File: src/rtl/flash_rd_pkg.sv
`timescale 1ns/1ps
package flash_rd_pkg;

  typedef enum logic [1:0] {
    FR_BASIC = 2'd0,
    FR_WIDE  = 2'd1,
    FR_OCTAL = 2'd2,
    FR_ALT   = 2'd3
  } fr_mode_e;

  typedef enum logic [2:0] {
    ST_IDLE = 3'd0,
    ST_SEND = 3'd1,
    ST_WAIT = 3'd2,
    ST_RECV = 3'd3,
    ST_STOP = 3'd4,
    ST_GAP  = 3'd5
  } fr_state_e;

  localparam logic [7:0] OP_BASIC = 8'h03;
  localparam logic [7:0] OP_WIDE  = 8'h13;
  localparam logic [7:0] OP_OCTAL = 8'h7C;

  localparam int unsigned IO_W       = 8;
  localparam int unsigned ADDR_W     = 32;
  localparam int unsigned HDR_SHORT  = 32;
  localparam int unsigned HDR_LONG   = 40;
  localparam int unsigned DUMMY_CLKS = 8;
  localparam int unsigned CNT_W      = 6;

endpackage

File: src/rtl/fr_tick_gen.sv
`timescale 1ns/1ps
module fr_tick_gen #(
  parameter int unsigned DIV_W = 8
) (
  input  logic             clk,
  input  logic             rst_n,
  input  logic             run,
  input  logic             hold,
  input  logic [DIV_W-1:0] div_i,
  output logic             tick
);

  logic [DIV_W-1:0] cnt_q, cnt_d;
  logic             at_end;

  assign at_end = (cnt_q == div_i);
  assign tick   = run && !hold && at_end;

  always_comb begin
    cnt_d = cnt_q;
    if (!run) begin
      cnt_d = '0;
    end else if (!hold) begin
      cnt_d = at_end ? '0 : cnt_q + 1'b1;
    end
  end

  always_ff @(posedge clk or negedge rst_n) begin
    if (!rst_n) begin
      cnt_q <= '0;
    end else begin
      cnt_q <= cnt_d;
    end
  end

endmodule

File: src/rtl/fr_cmd_shift.sv
`timescale 1ns/1ps
module fr_cmd_shift
  import flash_rd_pkg::*;
(
  input  logic              clk,
  input  logic              rst_n,
  input  logic              load,
  input  logic              shift,
  input  logic [7:0]        opcode,
  input  logic [ADDR_W-1:0] addr,
  input  logic              wide,
  output logic              tx_bit
);

  localparam int unsigned SR_W = HDR_LONG;

  logic [SR_W-1:0] sr_q, sr_d;

  always_comb begin
    sr_d = sr_q;
    if (load) begin
      sr_d = wide ? {opcode, addr} : {opcode, addr[23:0], 8'h00};
    end else if (shift) begin
      sr_d = {sr_q[SR_W-2:0], 1'b0};
    end
  end

  always_ff @(posedge clk or negedge rst_n) begin
    if (!rst_n) begin
      sr_q <= '0;
    end else if (load || shift) begin
      sr_q <= sr_d;
    end
  end

  assign tx_bit = sr_q[SR_W-1];

endmodule

File: src/rtl/fr_rx_capture.sv
`timescale 1ns/1ps
module fr_rx_capture
  import flash_rd_pkg::*;
(
  input  logic            clk,
  input  logic            rst_n,
  input  logic            clr,
  input  logic            cap,
  input  logic            octal,
  input  logic [IO_W-1:0] io_in,
  input  logic            out_ready,
  output logic            out_valid,
  output logic [7:0]      out_data,
  output logic            byte_end
);

  logic [6:0] sr_q, sr_d;
  logic [2:0] bcnt_q, bcnt_d;
  logic       valid_q, valid_d;
  logic [7:0] data_q, data_d;

  assign byte_end = octal || (bcnt_q == 3'd7);

  always_comb begin
    sr_d    = sr_q;
    bcnt_d  = bcnt_q;
    valid_d = valid_q;
    data_d  = data_q;
    if (out_ready) valid_d = 1'b0;
    if (clr) begin
      bcnt_d = '0;
    end else if (cap) begin
      if (octal) begin
        data_d  = io_in;
        valid_d = 1'b1;
      end else begin
        sr_d   = {sr_q[5:0], io_in[1]};
        bcnt_d = bcnt_q + 1'b1;
        if (byte_end) begin
          data_d  = {sr_q, io_in[1]};
          valid_d = 1'b1;
        end
      end
    end
  end

  always_ff @(posedge clk or negedge rst_n) begin
    if (!rst_n) begin
      sr_q    <= '0;
      bcnt_q  <= '0;
      valid_q <= 1'b0;
      data_q  <= '0;
    end else begin
      valid_q <= valid_d;
      bcnt_q  <= bcnt_d;
      if (cap) begin
        sr_q   <= sr_d;
        data_q <= data_d;
      end
    end
  end

  assign out_valid = valid_q;
  assign out_data  = data_q;

endmodule

File: src/rtl/flash_rd_engine.sv
`timescale 1ns/1ps
module flash_rd_engine
  import flash_rd_pkg::*;
#(
  parameter int unsigned DIV_W = 8,
  parameter int unsigned LEN_W = 16
) (
  input  logic              clk,
  input  logic              rst_n,
  input  logic [DIV_W-1:0]  clk_div,
  input  logic              req_valid,
  output logic              req_ready,
  input  logic [1:0]        req_mode,
  input  logic [31:0]       req_addr,
  input  logic [LEN_W-1:0]  req_len,
  output logic              busy,
  output logic              done,
  output logic              flash_cs_n,
  output logic              flash_sck,
  output logic [7:0]        flash_io_out,
  output logic [7:0]        flash_io_oe,
  input  logic [7:0]        flash_io_in,
  output logic              out_valid,
  output logic [7:0]        out_data,
  input  logic              out_ready
);

  localparam logic [CNT_W-1:0] CNT_LONG  = CNT_W'(HDR_LONG);
  localparam logic [CNT_W-1:0] CNT_SHORT = CNT_W'(HDR_SHORT);
  localparam logic [CNT_W-1:0] CNT_DUMMY = CNT_W'(DUMMY_CLKS);
  localparam logic [LEN_W-1:0] LEN_ONE   = LEN_W'(1);

  fr_state_e         state_q, state_d;
  logic              sck_q, sck_d;
  logic              cs_n_q, cs_n_d;
  logic              done_q, done_d;
  logic [CNT_W-1:0]  cnt_q, cnt_d;
  logic [LEN_W-1:0]  left_q, left_d;
  logic              octal_q, wide_q;
  logic [DIV_W-1:0]  div_q;

  fr_mode_e          mode_in;
  logic              octal_in, wide_in, accept;
  logic [7:0]        opcode_in;
  logic [CNT_W-1:0]  hdr_bits;
  logic              tick, hold, tx_shift, tx_bit, rx_cap, byte_end;
  logic              sending;

  assign mode_in   = fr_mode_e'(req_mode);
  assign octal_in  = (mode_in == FR_OCTAL);
  assign wide_in   = (mode_in == FR_WIDE) || octal_in;
  assign opcode_in = octal_in ? OP_OCTAL : (wide_in ? OP_WIDE : OP_BASIC);
  assign accept    = (state_q == ST_IDLE) && req_valid;
  assign hdr_bits  = wide_q ? CNT_LONG : CNT_SHORT;
  assign hold      = out_valid && !out_ready;
  assign sending   = (state_q == ST_SEND);

  fr_tick_gen #(.DIV_W(DIV_W)) u_tick (
    .clk   (clk),
    .rst_n (rst_n),
    .run   (state_q != ST_IDLE),
    .hold  (hold),
    .div_i (div_q),
    .tick  (tick)
  );

  fr_cmd_shift u_tx (
    .clk    (clk),
    .rst_n  (rst_n),
    .load   (accept),
    .shift  (tx_shift),
    .opcode (opcode_in),
    .addr   (req_addr),
    .wide   (wide_in),
    .tx_bit (tx_bit)
  );

  fr_rx_capture u_rx (
    .clk       (clk),
    .rst_n     (rst_n),
    .clr       (accept),
    .cap       (rx_cap),
    .octal     (octal_q),
    .io_in     (flash_io_in),
    .out_ready (out_ready),
    .out_valid (out_valid),
    .out_data  (out_data),
    .byte_end  (byte_end)
  );

  always_comb begin
    state_d  = state_q;
    sck_d    = sck_q;
    cs_n_d   = cs_n_q;
    done_d   = 1'b0;
    cnt_d    = cnt_q;
    left_d   = left_q;
    tx_shift = 1'b0;
    rx_cap   = 1'b0;
    unique case (state_q)
      ST_IDLE: begin
        if (req_valid) begin
          state_d = ST_SEND;
          cs_n_d  = 1'b0;
          sck_d   = 1'b0;
          cnt_d   = '0;
          left_d  = (req_len == '0) ? LEN_ONE : req_len;
        end
      end
      ST_SEND: begin
        if (tick) begin
          if (!sck_q) begin
            sck_d = 1'b1;
            cnt_d = cnt_q + 1'b1;
          end else begin
            sck_d = 1'b0;
            if (cnt_q == hdr_bits) begin
              cnt_d   = '0;
              state_d = octal_q ? ST_WAIT : ST_RECV;
            end else begin
              tx_shift = 1'b1;
            end
          end
        end
      end
      ST_WAIT: begin
        if (tick) begin
          if (!sck_q) begin
            sck_d = 1'b1;
            cnt_d = cnt_q + 1'b1;
          end else begin
            sck_d = 1'b0;
            if (cnt_q == CNT_DUMMY) begin
              cnt_d   = '0;
              state_d = ST_RECV;
            end
          end
        end
      end
      ST_RECV: begin
        if (tick) begin
          if (!sck_q) begin
            sck_d  = 1'b1;
            rx_cap = 1'b1;
            if (byte_end) begin
              if (left_q == LEN_ONE) state_d = ST_STOP;
              else                   left_d  = left_q - 1'b1;
            end
          end else begin
            sck_d = 1'b0;
          end
        end
      end
      ST_STOP: begin
        if (tick) begin
          sck_d   = 1'b0;
          cs_n_d  = 1'b1;
          done_d  = 1'b1;
          state_d = ST_GAP;
        end
      end
      ST_GAP: begin
        if (tick) state_d = ST_IDLE;
      end
      default: state_d = ST_IDLE;
    endcase
  end

  always_ff @(posedge clk or negedge rst_n) begin
    if (!rst_n) begin
      state_q <= ST_IDLE;
      sck_q   <= 1'b0;
      cs_n_q  <= 1'b1;
      done_q  <= 1'b0;
      cnt_q   <= '0;
      left_q  <= '0;
    end else begin
      state_q <= state_d;
      sck_q   <= sck_d;
      cs_n_q  <= cs_n_d;
      done_q  <= done_d;
      cnt_q   <= cnt_d;
      left_q  <= left_d;
    end
  end

  always_ff @(posedge clk or negedge rst_n) begin
    if (!rst_n) begin
      octal_q <= 1'b0;
      wide_q  <= 1'b0;
      div_q   <= '0;
    end else if (accept) begin
      octal_q <= octal_in;
      wide_q  <= wide_in;
      div_q   <= clk_div;
    end
  end

  for (genvar g = 0; g < IO_W; g++) begin : g_lane
    if (g == 0) begin : g_tx
      assign flash_io_out[g] = sending && tx_bit;
      assign flash_io_oe[g]  = sending;
    end else begin : g_in
      assign flash_io_out[g] = 1'b0;
      assign flash_io_oe[g]  = 1'b0;
    end
  end

  assign flash_cs_n = cs_n_q;
  assign flash_sck  = sck_q;
  assign done       = done_q;
  assign busy       = (state_q != ST_IDLE);
  assign req_ready  = !busy;

  // the serial clock rests low whenever the device is deselected
  p_sck_idle_r7: assert property (@(posedge clk) disable iff (!rst_n)
    flash_cs_n |-> !flash_sck);

  // an output enable only during selection and only on line 0
  p_oe_cmd_only_r4: assert property (@(posedge clk) disable iff (!rst_n)
    (|flash_io_oe) |-> (flash_io_oe == 8'h01) && !flash_cs_n);

  // transmitted bits do not move while the clock is high
  p_tx_stable_r2: assert property (@(posedge clk) disable iff (!rst_n)
    flash_sck |-> $stable(flash_io_out));

  // a stalled byte and the bus clock both hold
  p_hold_data_r11: assert property (@(posedge clk) disable iff (!rst_n)
    (out_valid && !out_ready) |=> out_valid && $stable(out_data));

  p_hold_bus_r11: assert property (@(posedge clk) disable iff (!rst_n)
    (out_valid && !out_ready) |=> $stable(flash_sck) && $stable(flash_cs_n));

  // done is a single-cycle pulse coinciding with deselect
  p_done_pulse_r8: assert property (@(posedge clk) disable iff (!rst_n)
    done |=> !done);

  p_done_cs_r8: assert property (@(posedge clk) disable iff (!rst_n)
    done |-> flash_cs_n);

  // deselected whenever not busy
  p_idle_cs_r9: assert property (@(posedge clk) disable iff (!rst_n)
    !busy |-> flash_cs_n);

  // a new selection only follows an idle cycle with a request
  p_start_idle_r10: assert property (@(posedge clk) disable iff (!rst_n)
    $fell(flash_cs_n) |-> $past(req_valid) && !$past(busy));

endmodule

File: config.mk
export PLATFORM = sky130hd
export DESIGN_NAME = flash_rd_engine
export DESIGN_NICKNAME = d
export VERILOG_FILES = /design/src/rtl/flash_rd_pkg.sv /design/src/rtl/fr_tick_gen.sv /design/src/rtl/fr_cmd_shift.sv /design/src/rtl/fr_rx_capture.sv /design/src/rtl/flash_rd_engine.sv
export SDC_FILE = /design/constraint.sdc
export NUM_CORES = 1
export LEC_CHECK = 0
export ABC_AREA = 1
export BUFFER_PORTS_ARGS = -buffer_cell sky130_fd_sc_hd__buf_2
export CORE_ASPECT_RATIO = 1.1
export CORE_MARGIN = 3
export CORE_UTILIZATION = 54
export CTS_BUF_LIST = sky130_fd_sc_hd__clkbuf_4
export DETAILED_ROUTE_END_ITERATION = 10
export HOLD_SLACK_MARGIN = 0.05
export MAX_ROUTING_LAYER = met4
export PLACE_DENSITY = 0.79
export SYNTH_ARGS = -nofsm -noshare
export SYNTH_HDL_FRONTEND = slang
export SYNTH_SLANG_ARGS = --single-unit
File: constraint.sdc
create_clock -name clk -period 1.85 [get_ports clk]
set_clock_uncertainty 0.2 [all_clocks]
set_input_delay 0.185 -clock clk [delete_from_list [all_inputs] [get_ports clk]]
set_output_delay 0.185 -clock clk [all_outputs]
set_load 0.03 [all_outputs]
Word-level counts from Yosys, hierarchy flattened
Index checks and enable logic that the tools add are counted.

storage, ports and cells
  bits in read-only memories = 0
  memory bits (writable) = 0
  bits of input ports = 70
  output and inout port bits = 30
  register bits = 105
  bits in latches = 0
  memories = 0
  logic and storage cells = 147

operators by class
  mux-type cells = 64
  reduce and logical (&&, ||, !) cells = 31
  order comparisons = 0
  equality and inequality tests = 31
  $add $sub $neg = 4
  shifts and indexed selects = 0
  divide/modulo/power cells = 0
  bitwise operators = 2
  multiply operators = 0

operators by type and width
  kind                                                 count
  2-to-1 mux 16 bit                                    6
  2-to-1 mux 40 bit                                    2
  2-to-1 mux 3 bit                                     16
  2-to-1 mux 6 bit                                     7
  2-to-1 mux 8 bit                                     5
  2-to-1 mux 32 bit                                    1
  one-hot mux 16 bit (2 select lines)                  1
  inequality test 2 bit (second input constant)        14
  2-to-1 mux 1 bit                                     19
  one-hot mux 3 bit (6 select lines)                   1
  one-hot mux 6 bit (3 select lines)                   1
  == test 16 x 1 -> 1 bit (second input constant)      1
  logical NOT 16 bit                                   1
  subtractor 16 x 1 -> 16 bit (second input constant)  1
  AND reduction 13 bit                                 1
  AND reduction 6 bit                                  2
  nonzero test 2 bit                                   5
  == test 3 bit (second input constant)                3
  AND reduction 3 bit                                  3
  nonzero test 3 bit                                   3
  adder 8 x 1 -> 8 bit (second input constant)         1
  == test 8 bit                                        1
  2-to-1 mux 7 bit                                     1
  adder 6 x 1 -> 6 bit (second input constant)         1
  other kinds (22)                                     35

Depth between registers and ports, before layout
  depth in word-level cells = 9
  depth in mapped cells = 12
  depth with buffers taken out = 11

Cells and area by module
From an unflattened synthesis, not the netlist that was laid out.

second synthesis, totals
  cell total of the unflattened synthesis = 959
  area total of the unflattened synthesis = 6496.2 um2

by module, submodules not included
  module           cells an instance  area an instance (um2)  instances  seq. area each (um2)
  flash_rd_engine  418                2696.3                  1          952.2
  fr_cmd_shift     315                2205.9                  1          1001.0
  fr_rx_capture    117                947.2                   1          475.5
  fr_tick_gen      109                646.9                   1          200.2

Least setup slack after synthesis
OpenSTA, ideal clock, no wires.

  path type = register to register
  start point = register sck_q (netlist: flash_sck)
  end point = register state_q[2]
  required time = 1533 ps
  buffers on the path = 1
  arrival = 1708 ps
  stages on the path, launching flop included = 10
  slack = -176 ps
  clock period less this slack = 2026 ps
  library setup time = 117 ps
  cells stage by stage = dfrtp_1 clkbuf_1 inv_1 nand2_1 a21oi_4 nand3_1 nor2_1 nand2_1 nand2_1 nand2_1

between the ends
  longest elaborated chain between the ends = 2
  elaborated cells on any way between the ends = 4
  classes of those cells = 3 x eq/ne; 1 x reduce/logical

RTL lines
  what                                       line                    RTL
  start, declared                            flash_rd_engine.sv:34   logic sck_q, sck_d;
  start signal, assigned                     flash_rd_engine.sv:179  sck_q <= sck_d;
  inequality test 2 bit (no source line)     n/a
  AND reduction 13 bit (no source line) (*)  n/a
  end signal, assigned                       flash_rd_engine.sv:178  state_q <= state_d;
  end, declared                              flash_rd_engine.sv:33   fr_state_e state_q, state_d;

Every way passes the cells marked *; elsewhere a longest branch is shown, timed or not.
A chain may end at the register's enable or synchronous reset.

Final worst setup path
  start point = register state_q[2]
  end point = register u_rx.data_q[1] (netlist: u_rx.out_data[1])

between the ends
  longest elaborated chain between the ends = 6
  elaborated cells on any way between the ends = 10
  classes of those cells = 1 x eq/ne; 2 x mux; 1 x bitwise; 6 x reduce/logical

RTL lines
  what                                      line                    RTL
  nonzero test 3 bit                        flash_rd_engine.sv:61   .run (state_q != ST_IDLE),
  logical AND 1 bit (2 in a row)            fr_tick_gen.sv:17       assign tick = run && !hold && at_end;
  2-to-1 mux 1 bit                          flash_rd_engine.sv:141  if (tick) begin
  2-to-1 mux 1 bit                          flash_rd_engine.sv:100  unique case (state_q)
  AND reduction 3 bit (no source line) (*)  n/a
  end signal, assigned                      fr_rx_capture.sv:58     data_q <= data_d;
  end, declared                             fr_rx_capture.sv:20     logic [7:0] data_q, data_d;

Marked as above.

==> metrics.yaml <==
drt:
  drt-wirelength-per-cell_um: 16.5
  drc: 0
  wl_met3_um: 1430
  wl_met2_um: 11600
  postRouteWirelength_um: 22300
  num_vias: 7545
  first_iter_violations: 665
  wl_met1_um: 8230
  first_pass_iters: 5
  dr.max_layer_used: "met4"
  ant_nets: 0
  vias_per_cell: 5.57
global_route:
  antenna_found_initial: 0
  gr-total-overflow: 0
  grt_pass1_vias: 7012
  grt_pass1_wl_um: 31900
  grt_max_degree: 57
  track_usage_pct: 29.5
setup_path:
  endpoint_kind: "register"
  critical_path_arrival_ps: 2190
  crit_buf_inv: 3
  cp.required_ps: 2030
  cp.depth: 11
  cp_cell_sequence: "nor2_4, nand2_4, inv_4, buf_12, nor2_8, nand3_4, nor2_4, nand2_4, buf_12, nand2_2, o21ai_2"
  critPathMaxFanout: 9
  critPathMaxStageDelay_ps: 480
  path_class: "reg2reg"
  slowest_stage: "dfrtp_2"
  start_kind: "register"
  reg2reg_depth: 11
  critPathTopFamily: "simple AND/OR/NAND/NOR gates"
finish:
  utilization_pct: 80.1
  final_nets: 1276
  final_layout_size_suffix_gt1_share_pct: 27.6
  final_area_um2: 9320
  area_growth_pct: 42.5
timing:
  setup_viol: 89
  period_share_pct: 109
  fin_crit_ps: 2010
  timing.hold.ws_ps: 88.2
  slew_viol_final: 0
  fmax_ghz: 0.498
  hold_viol: 0
  worst_pin_slew_ps: 496
  setup-tns-final_ps: -7330
  rsz0062_at_grt: "true"
  slew_headroom_pct: 66.8
  setup_slack_ps: -158
floorplan:
  die_area_um2: 13500
  num_rows: 41
  fp.dieW_um: 111
  start_util_pct: 56.2
  core_um2: 11600
  io_pins: 100
  die_h_um: 121
clock_tree:
  numCtsBuffers: 9
  cts.clk_slew.worst_paths_ps: 170
  root_buffer: "clkbuf_4"
  clock-sinks: 105
  cts_max_path_buffers: 2
  clock_latency_ps: 470
  cts_tree: "yes"
  ctsHtreeMaxLevel: 3
logic_synthesis:
  synth_cell_types: 44
  synthCells: 943
  synth_most_common_cell: "nand2_1"
  synth_seq_area_share_pct: 40.2
  synth_common_cells: "nand2_1, dfrtp_1, nand3_1"
  synth_top_area_share_pct: 39.8
  synth-xor-area-share_pct: 1.74
  synthArstFlopShare_pct: 100
  synth-adder-area-share_pct: 1.53
  synth-edff-count: 0
  synth_top_cell_by_area: "dfrtp_1"
  synth_area_leaders: "dfrtp_1, nand2_1, nand3_1, inv_1, o21ai_0"
  synth_top_family_by_area: "simple AND/OR/NAND/NOR gates"
  synth_area_um2: 6540
  synth_mux_area_share_pct: 0.153
  synthFlopType: "dfrtp_1"
  synth_compound_area_share_pct: 6.81
  synth-simple-area-share_pct: 39.7
  syn_area_per_cell_um2: 6.94
  yosysWarnings: 0
  synth_seq_cells: 105
placed_design:
  portBuffers: 85
  dp_slack_ps: -134
  dp_hpwl_um: 12000
  gp_congestion: 0.949
  place_area_um2: 7640
power_and_ir_drop:
  power_leakage_uw: 0.00496
  peakVddDrop_mv: 0.700
  swShare_pct: 45.7
  combPwrFrac_pct: 60.1
  powerDensity_nw_per_um2: 1350
  p_seq_share_pct: 29.0
  p_sw_uw: 5750
  cellInternalPower_uw: 6840
  pwr-share-clk_pct: 10.9
min_path:
  hold_path_class: "in2async"
run_status:
  violations: "negative setup slack"
  status: "finished, violations left"
run:
  cap_violations: 0
## area by class of cell
class                      instances  area, µm²
tap                              150        188
antenna                            1       2.50
timing repair buffer             282       2360
clock inverter                     5       80.1
fill                             695       2320
inverter                          86        328
multi-input combinational        714       3650
sequential                       105       2630
clock buffer                      11       82.6
## registers in the layout (all words and copies together) (netlist names), 6 cells and up
| signal | flops |
|---|---|
| u_tick.cnt_q | 8 |
| u_rx.sr_q | 7 |
| left_q | 16 |
| u_tx.sr_q | 40 |
| div_q | 8 |
| u_rx.out_data | 8 |
| cnt_q | 6 |
## stage by stage
stage	instances	total power, µW
finish	1354	12600
global route	1353	13400
CTS	1332	11300
detailed placement	1226	9340
global placement	1226	9190
floorplan	956	7330
## logic make-up (layout without fill, tap and decap cells)
family,after synthesis,count (layout)
AND/OR/NAND/NOR,604,605
buffers and inverters,138,384
flip-flops,105,105
AO/OA/AOI/OAI,73,73
XOR/XNOR,13,13
adder cells (fa/ha/maj),8,8
other,1,15
multiplexers,1,1
## routing by layer
| metal | track usage (%) | vias to the layer above |
|---|---|---|
| met3 | 2.89 | 117 |
| met2 | 53.0 | 433 |
| met5 | - | - |
| li1 | - | 3468 |
| met1 | 34.0 | 3527 |
| met4 | 11.9 | 0 |
## layout by cell type (no fill, tap or decap), drive strengths merged
cell type	instances
o2111ai	1
inv	84
nand2	408
xnor2	7
mux2i	1
nand3b	2
xor2	6
bufinv	2
nand4	28
a21oi	3
a22o	4
o21ai	55
nor4	3
a31oi	1
o21bai	1
conb	14
o211ai	1
dlygate4sd3	79
clkbuf	14
nand3	92
a22oi	1
clkinv	3
diode	1
ha	8
o22ai	6
nor2	63
dfrtp	104
or2	5
buf	200
clkinvlp	2
dfstp	1
nor3	4
## timing repair
item / in CTS / in global routing
resized for setup: 30 / 89
cloned: 2 / 5
endpoints found under the setup margin: 83 / 96
endpoints found under the hold margin: 173 / 0
hold buffers: 79 / 0
setup buffers: 9 / 16
pin swaps: 9 / 40
## worst min-delay path: stages
cell	delay (ps)
dlygate4sd3_1	520
buf_4	170
buf_12	290
## worst paths after layout
check / startpoint / endpoint / slack (ps)
worst max-delay path: state_q[2]$_DFFE_PN0P_ / u_rx.out_data[1]$_DFFE_PN0P_ / -160
worst min-delay path: rst_n / cnt_q[4]$_DFFE_PN0P_ / 90
worst max register to register: state_q[2]$_DFFE_PN0P_ / u_rx.out_data[1]$_DFFE_PN0P_ / -160
worst min register to register: u_rx.out_data[4]$_DFFE_PN0P_ / u_rx.out_data[4]$_DFFE_PN0P_ / 310
max in group asynchronous: rst_n / left_q[3]$_DFFE_PN0P_ / 480
min in group clk: req_mode[1] / u_tx.sr_q[31]$_DFFE_PN0P_ / 220
## power groups by stage
stage / Combinational (µW) / Sequential, µW / Clock, µW
floorplan: 3740 / 3590 / 0
global placement: 5590 / 3600 / 0
detailed placement: 5730 / 3610 / 0
CTS: 6400 / 3570 / 1370
global route: 8220 / 3710 / 1470
finish: 7560 / 3650 / 1380
Power figures use the tool's default switching activity.
